## src/rtl/irq_timer_pkg.sv

```systemverilog
package irq_timer_pkg;
  localparam int DATA_W = 32;
  localparam int ADDR_W = 3;
  localparam int VEC_W  = 8;
  localparam int PS_W   = 7;   // prescaler counter width: largest ratio is 2^7

  localparam logic [ADDR_W-1:0] A_CTRL  = 3'd0;
  localparam logic [ADDR_W-1:0] A_ENTRY = 3'd1;
  localparam logic [ADDR_W-1:0] A_DIV   = 3'd2;
  localparam logic [ADDR_W-1:0] A_INIT  = 3'd3;
  localparam logic [ADDR_W-1:0] A_CUR   = 3'd4;

  localparam int E_MASK = 8;
  localparam int E_PER  = 9;
  localparam int E_BUSY = 10;

  typedef struct packed {
    logic             mask;
    logic             periodic;
    logic [VEC_W-1:0] vector;
  } entry_t;

  // Shift amount of the divide ratio; configuration bit 2 does not take part.
  function automatic logic [2:0] div_shift(input logic [3:0] cfg);
    return {cfg[3], cfg[1:0]} + 3'd1;
  endfunction
endpackage

```

## src/rtl/timer_regs.sv

```systemverilog
module timer_regs
  import irq_timer_pkg::*;
#(
  parameter int CNT_W = 32
) (
  input  logic              clk,
  input  logic              rst_n,
  input  logic              we,
  input  logic [ADDR_W-1:0] addr,
  input  logic [DATA_W-1:0] wdata,
  input  logic [CNT_W-1:0]  cur_count,
  input  logic              req_busy,
  output logic              sw_en,
  output entry_t            entry,
  output logic [3:0]        div_cfg,
  output logic [CNT_W-1:0]  init_count,
  output logic              load,
  output logic              flush,
  output logic [DATA_W-1:0] rdata
);
  assign load  = we && (addr == A_INIT);
  assign flush = we && (addr == A_CTRL) && !wdata[0];

  always_ff @(posedge clk) begin
    if (!rst_n) begin
      sw_en      <= 1'b0;
      entry      <= '{mask: 1'b1, periodic: 1'b0, vector: '0};
      div_cfg    <= 4'd0;
      init_count <= '0;
    end else if (we) begin
      case (addr)
        A_CTRL: begin
          sw_en <= wdata[0];
          if (!wdata[0]) entry.mask <= 1'b1;
        end
        A_ENTRY: begin
          entry.vector   <= wdata[VEC_W-1:0];
          entry.periodic <= wdata[E_PER];
          entry.mask     <= wdata[E_MASK] | ~sw_en;
        end
        A_DIV:  div_cfg    <= wdata[3:0];
        A_INIT: init_count <= wdata[CNT_W-1:0];
        default: ;
      endcase
    end
  end

  always_comb begin
    rdata = '0;
    case (addr)
      A_CTRL:  rdata[0] = sw_en;
      A_ENTRY: begin
        rdata[VEC_W-1:0] = entry.vector;
        rdata[E_MASK]    = entry.mask;
        rdata[E_PER]     = entry.periodic;
        rdata[E_BUSY]    = req_busy;
      end
      A_DIV:   rdata[3:0] = div_cfg;
      A_INIT:  rdata = DATA_W'(init_count);
      A_CUR:   rdata = DATA_W'(cur_count);
      default: rdata = '0;
    endcase
  end
endmodule

```

## src/rtl/timer_prescaler.sv

```systemverilog
module timer_prescaler
  import irq_timer_pkg::*;
(
  input  logic       clk,
  input  logic       rst_n,
  input  logic       tick_en,
  input  logic       run,
  input  logic       restart,
  input  logic [3:0] div_cfg,
  output logic       step
);
  logic [PS_W-1:0] pcnt;
  logic [PS_W:0]   span;
  logic [PS_W-1:0] limit;

  assign span  = (PS_W+1)'(1) << div_shift(div_cfg);
  assign limit = PS_W'(span - 1'b1);
  // ">=" keeps the prescaler from stalling if the ratio shrinks mid-count
  assign step  = run && tick_en && (pcnt >= limit);

  always_ff @(posedge clk) begin
    if (!rst_n || restart || !run) pcnt <= '0;
    else if (tick_en)              pcnt <= step ? '0 : pcnt + 1'b1;
  end
endmodule

```

## src/rtl/timer_counter.sv

```systemverilog
module timer_counter #(
  parameter int CNT_W = 32
) (
  input  logic             clk,
  input  logic             rst_n,
  input  logic             load,
  input  logic [CNT_W-1:0] load_value,
  input  logic [CNT_W-1:0] init_count,
  input  logic             step,
  input  logic             periodic,
  output logic [CNT_W-1:0] cur_count,
  output logic             run,
  output logic             expire
);
  assign run    = (cur_count != '0);
  assign expire = step && (cur_count == CNT_W'(1));

  always_ff @(posedge clk) begin
    if (!rst_n)      cur_count <= '0;
    else if (load)   cur_count <= load_value;
    else if (expire) cur_count <= periodic ? init_count : '0;
    else if (step)   cur_count <= cur_count - 1'b1;
  end
endmodule

```

## src/rtl/timer_pending.sv

```systemverilog
module timer_pending #(
  parameter int PEND_W = 2
) (
  input  logic              clk,
  input  logic              rst_n,
  input  logic              expire,
  input  logic              mask,
  input  logic              flush,
  input  logic              ready,
  output logic              valid,
  output logic [PEND_W-1:0] pend_count
);
  localparam logic [PEND_W-1:0] PEND_MAX = '1;

  logic record;
  logic take;

  assign valid  = (pend_count != '0) && !mask;
  assign record = expire && !mask;
  assign take   = valid && ready;

  always_ff @(posedge clk) begin
    if (!rst_n || flush) pend_count <= '0;
    else begin
      case ({record, take})
        2'b10:   if (pend_count != PEND_MAX) pend_count <= pend_count + 1'b1;
        2'b01:   pend_count <= pend_count - 1'b1;
        default: ;
      endcase
    end
  end
endmodule

```

## src/rtl/irq_countdown_timer.sv

```systemverilog
module irq_countdown_timer
  import irq_timer_pkg::*;
#(
  parameter int CNT_W  = 32,
  parameter int PEND_W = 2
) (
  input  logic              clk,
  input  logic              rst_n,
  input  logic              tick_en,
  input  logic              reg_we,
  input  logic [ADDR_W-1:0] reg_addr,
  input  logic [DATA_W-1:0] reg_wdata,
  output logic [DATA_W-1:0] reg_rdata,
  output logic              irq_valid,
  input  logic              irq_ready,
  output logic [VEC_W-1:0]  irq_vector
);
  logic              sw_en;
  entry_t            entry_q;
  logic [3:0]        div_cfg;
  logic [CNT_W-1:0]  init_count;
  logic              load;
  logic              flush;
  logic [CNT_W-1:0]  cur_count;
  logic              run;
  logic              step;
  logic              expire;
  logic [PEND_W-1:0] pend_count;

  timer_regs #(.CNT_W(CNT_W)) u_regs (
    .clk(clk), .rst_n(rst_n), .we(reg_we), .addr(reg_addr), .wdata(reg_wdata),
    .cur_count(cur_count), .req_busy(irq_valid), .sw_en(sw_en), .entry(entry_q),
    .div_cfg(div_cfg), .init_count(init_count), .load(load), .flush(flush),
    .rdata(reg_rdata)
  );

  timer_prescaler u_pre (
    .clk(clk), .rst_n(rst_n), .tick_en(tick_en), .run(run), .restart(load),
    .div_cfg(div_cfg), .step(step)
  );

  timer_counter #(.CNT_W(CNT_W)) u_cnt (
    .clk(clk), .rst_n(rst_n), .load(load), .load_value(reg_wdata[CNT_W-1:0]),
    .init_count(init_count), .step(step), .periodic(entry_q.periodic),
    .cur_count(cur_count), .run(run), .expire(expire)
  );

  timer_pending #(.PEND_W(PEND_W)) u_pend (
    .clk(clk), .rst_n(rst_n), .expire(expire), .mask(entry_q.mask),
    .flush(flush), .ready(irq_ready), .valid(irq_valid), .pend_count(pend_count)
  );

  assign irq_vector = entry_q.vector;
endmodule

```

## config.mk

```make
export PLATFORM = sky130hd
export DESIGN_NAME = irq_countdown_timer
export DESIGN_NICKNAME = d
export VERILOG_FILES = /design/src/rtl/irq_timer_pkg.sv /design/src/rtl/timer_regs.sv /design/src/rtl/timer_prescaler.sv /design/src/rtl/timer_counter.sv /design/src/rtl/timer_pending.sv /design/src/rtl/irq_countdown_timer.sv
export SDC_FILE = /design/constraint.sdc
export NUM_CORES = 1
export LEC_CHECK = 0
export BUFFER_PORTS_ARGS = -buffer_cell sky130_fd_sc_hd__buf_4
export CAP_MARGIN = 40
export CORE_MARGIN = 1
export CORE_UTILIZATION = 40
export CTS_BUF_LIST = sky130_fd_sc_hd__clkbuf_2 sky130_fd_sc_hd__clkbuf_4 sky130_fd_sc_hd__clkbuf_8
export DETAILED_ROUTE_END_ITERATION = 8
export GPL_TIMING_DRIVEN = 1
export PLACE_DENSITY_LB_ADDON = 0.05
export SETUP_SLACK_MARGIN = 0.2
export SLEW_MARGIN = 10
export SYNTH_ARGS = -nofsm -noshare
export SYNTH_HDL_FRONTEND = slang
export SYNTH_HIERARCHICAL = 1
export SYNTH_SLANG_ARGS = --single-unit
export TNS_END_PERCENT = 50
```

## constraint.sdc

```tcl
create_clock -name clk -period 10.95 [get_ports clk]
set_clock_uncertainty 0.1 [all_clocks]
set_input_delay 0 -clock clk [delete_from_list [all_inputs] [get_ports clk]]
set_output_delay 0 -clock clk [all_outputs]
set_load 0.005 [all_outputs]
```

==> key figures <==
Clock network
  – Htree depth: 3
  – Postcts setup bufs: 0
  – Clk slew on worst S/H paths: 80 ps
  – Clk buf depth: 2
  – Clock root cell: clkbuf_8
  – Clock Sinks: 88
  – Num CTS Buffers: 9
  – CTS tree: done
  – Clock Latency Late Sink: approximately 390 ps

Layout
  – Antenna fix cells: 0
  – Fillers: roughly 1400
  – Area Growth Syn to Fin: 21.20%
  – Nets@finish: roughly 810
  – Number of non-filler instances in the completed layout: ~940
  – Cell area after layout: between 0.006 and 0.007 mm²
  – Layout cells sized above 1: around 16%

Power
  – Lkg Pwr: around 2.5 nW
  – Switch Pwr: around 0.37 mW
  – Flop pwr share: 39.6%
  – Comb pwr share: between 30% and 40%
  – Internal power: approximately 0.60 mW
  – Pwr/cell area: about 150 mW/mm²
  – Clk pwr share: between 20% and 30%
  – Switching share of power: a little under two fifths
  – Maximum vdd drop: a little under 0.00007 V

Timing
  – Unrepaired setup endpoints after global routing: no
  – Fin crit period: 5240 ps
  – Period utilisation layout: 47.85%
  – Final hold viol count: 0
  – Least-Margin Pin Slew: 787.9 ps
  – Setup TNS: 0 ps
  – Setup violators final: 0
  – Slew Limit Fails: 0
  – Max_slew headroom: approximately 47%
  – Max frequency: roughly 0.19 GHz
  – Final WS setup: ~5700 ps
  – Hold slack: around 10 ps

Worst setup path
  – CP Max Fanout: between 50 and 60
  – CP Class: reg -> reg
  – CP required: 11110 ps
  – Reg2Reg Depth: 15
  – Arrival time worst endpoint: 5400 ps
  – Crit. End Element: flip-flop
  – Setup crit start kind: flip-flop

Worst hold path
  – Hold path cells: 4
  – Hold WC Path Type: in -> reg

Synth
  – Main flop type after synthesis: dfxtp_1
  – Post-synth cell types: 71
  – Ys async rst share: 0%
  – Synth Warn #: 6
  – Register area share after synthesis: 32.20%
  – Most numerous cell in the Yosys netlist: nand2_1
  – Net Count, Synth: ~730
  – Register bit total from synthesis: 88
  – Top cells by count, synth: 110 x nand2_1, 88 x dfxtp_1, 38 x a21boi_1
  – Avg Inst Size Synth: between 8 and 9 µm²
  – Top cell type's share of synthesized area: 32.20%
  – Post-Syn Area: ~0.0055 mm²
  – Gate Count Post-Synth: a little under 700
  – Cell taking the most area after synthesis: dfxtp_1
  – Post-synth EDFFs: 0
  – Top cells by area, synth: dfxtp_1 32%, nand2_1 7.5%, a21boi_1 5.2%

Die
  – Std-Cell Rows: between 40 and 50
  – Die Area: 0.01415 mm²
  – Die Y-Extent: ~120 µm
  – Die width: 119.0 µm
  – # IOs: about 80
  – Initial Utilization: between 40% and 50%
  – Core area: about 0.013 mm²

Placed design
  – Post-Place Worst Slack: 5760 ps
  – DP Area: between 0.006 and 0.007 mm²
  – Detail Placement HPWL: approximately 11000 µm
  – Final GP Congestion: about 0.8
  – Number of port buffers: 80
  – Placed Cells: approximately 890

Route
  – Antenna Nets Post-Route: 0
  – DR DRC count: 0
  – Via density: approximately 5.7
  – Pre-antenna DRT Iters: 5
  – DRC marker count from the first detailed-route iteration: about 380
  – Via Count: 5363
  – WL final: between 15000 and 20000 µm
  – Post-DR wirelength/cell: roughly 17 µm

Global routing
  – Initial antenna violation count: 0
  – GRT Overall Usage: roughly a quarter
  – First-pass GRT wire length: about 27000 µm
  – Pin count of the biggest net entering global routing: between 80 and 90
  – GRT overflow: 0
  – Number of global-route vias before repair: between 5000 and 6000

Run status
  – Outcome: completed

Job
  – Max_cap viols: 0
-- per-stage QoR --
step / utilization [%] / total power, mW
3_5_place_dp: 45.79 / 0.7526
4_1_cts: 49.88 / 0.9826
3_3_place_gp: 45.23 / 0.7490
5_1_grt: 49.88 / 1.048
2_1_floorplan: - / 0.6608
6_report: 49.88 / 0.9782
-- registers in the layout, summed over array words and instances, names as in the netlist --
name / count
u_cnt/cur_count: 32
u_regs/div_cfg: 4
u_regs/init_count: 32
u_regs/entry: 10
u_regs/sw_en: 1
u_pend/pend_count: 2
u_pre/pcnt: 7
-- worst paths after layout --
check	from	end	slack, ps
setup / recovery	u_regs/div_cfg[1]$_SDFFE_PN0P_	u_pend/pend_count[0]$_SDFFE_PP0P_	5710
hold / removal	reg_addr[0]	u_regs/sw_en$_SDFFE_PN0P_	10
setup reg to reg	u_regs/div_cfg[1]$_SDFFE_PN0P_	u_pend/pend_count[0]$_SDFFE_PP0P_	5710
hold reg to reg	u_regs/init_count[17]$_SDFFE_PN0P_	u_cnt/cur_count[17]$_SDFFE_PN0P_	370
-- cells by family (layout without fill, tap and decap cells) --
kind of cell / Yosys count / after routing / synth area share [%]
DFF: 88 / 88 / 32.20
adders and majority gates: 11 / 11 / 2.515
muxes: 10 / 10 / 1.852
AOI/OAI and AO/OA: 202 / 202 / 26.96
xor gates and xnor gates: 31 / 31 / 4.962
and+or+nand+nor: 269 / 269 / 25.02
buffers and inverters: 69 / 150 / 6.495
-- final cells by class --
cell class              instances  area, µm²  area share (%)
multi-input cells             523       3357           50.62
clock inverters                 5      31.28          0.4717
well taps                     176      220.2           3.321
flip-flops and latches         88       1762           26.57
clock buffers                  11      151.4           2.283
repair buffers                123       1066           16.08
inverters                      11      43.79          0.6604
-- timing repair --
action / CTS / global route
hold endpoints to repair: 83 / 0
hold buffers: 36 / 0
gates resized for setup: 0 / 0
-- critical path, stage by stage (launching register included) --
cell and delay (ps):
dfxtp_1 410, or3_1 440, ha_1 280, nor4bb_1 300, a21oi_1 70, ha_1 300, o2111ai_1 120, o21ai_2 310
and2_1 180, buf_4 350, nand4_1 140, or4_1 760, clkinv_2 610, or4b_1 500, o311ai_0 130, a21oi_1 120
-- power by group through the flow --
stage               registers [mW]  logic, mW  clock network [mW]
finish                       0.387      0.374               0.217
global route                 0.393      0.417               0.238
CTS                          0.387      0.371               0.224
detailed placement           0.395      0.358                   0
global placement             0.394      0.355                   0
floorplan                    0.381      0.280                   0
-- per-layer routing --
layer	global-route usage [%]	up-vias	wire length (µm)
met4	7.041	0	178
met2	38.01	132	7405
met5	0	-	0
met3	3.544	12	700
li1	-	2649	-
met1	33.34	2570	8057
-- cell usage in the layout, fill, tap and decap left out, types with 12 or more instances in the layout --
cell type,count
xnor2_1,12
o211ai_1,15
dfxtp_1,88
nand3_1,19
o21ai_0,20
nor3_1,29
dlygate4sd3_1,36
a21boi_1,38
nor4_1,13
nor2_1,27
a211oi_1,18
a21oi_1,14
nand2_1,110
a31oi_1,25
buf_4,84
xor2_1,19
or3_1,15
a22o_1,21
(Power assumes the default switching activity.)
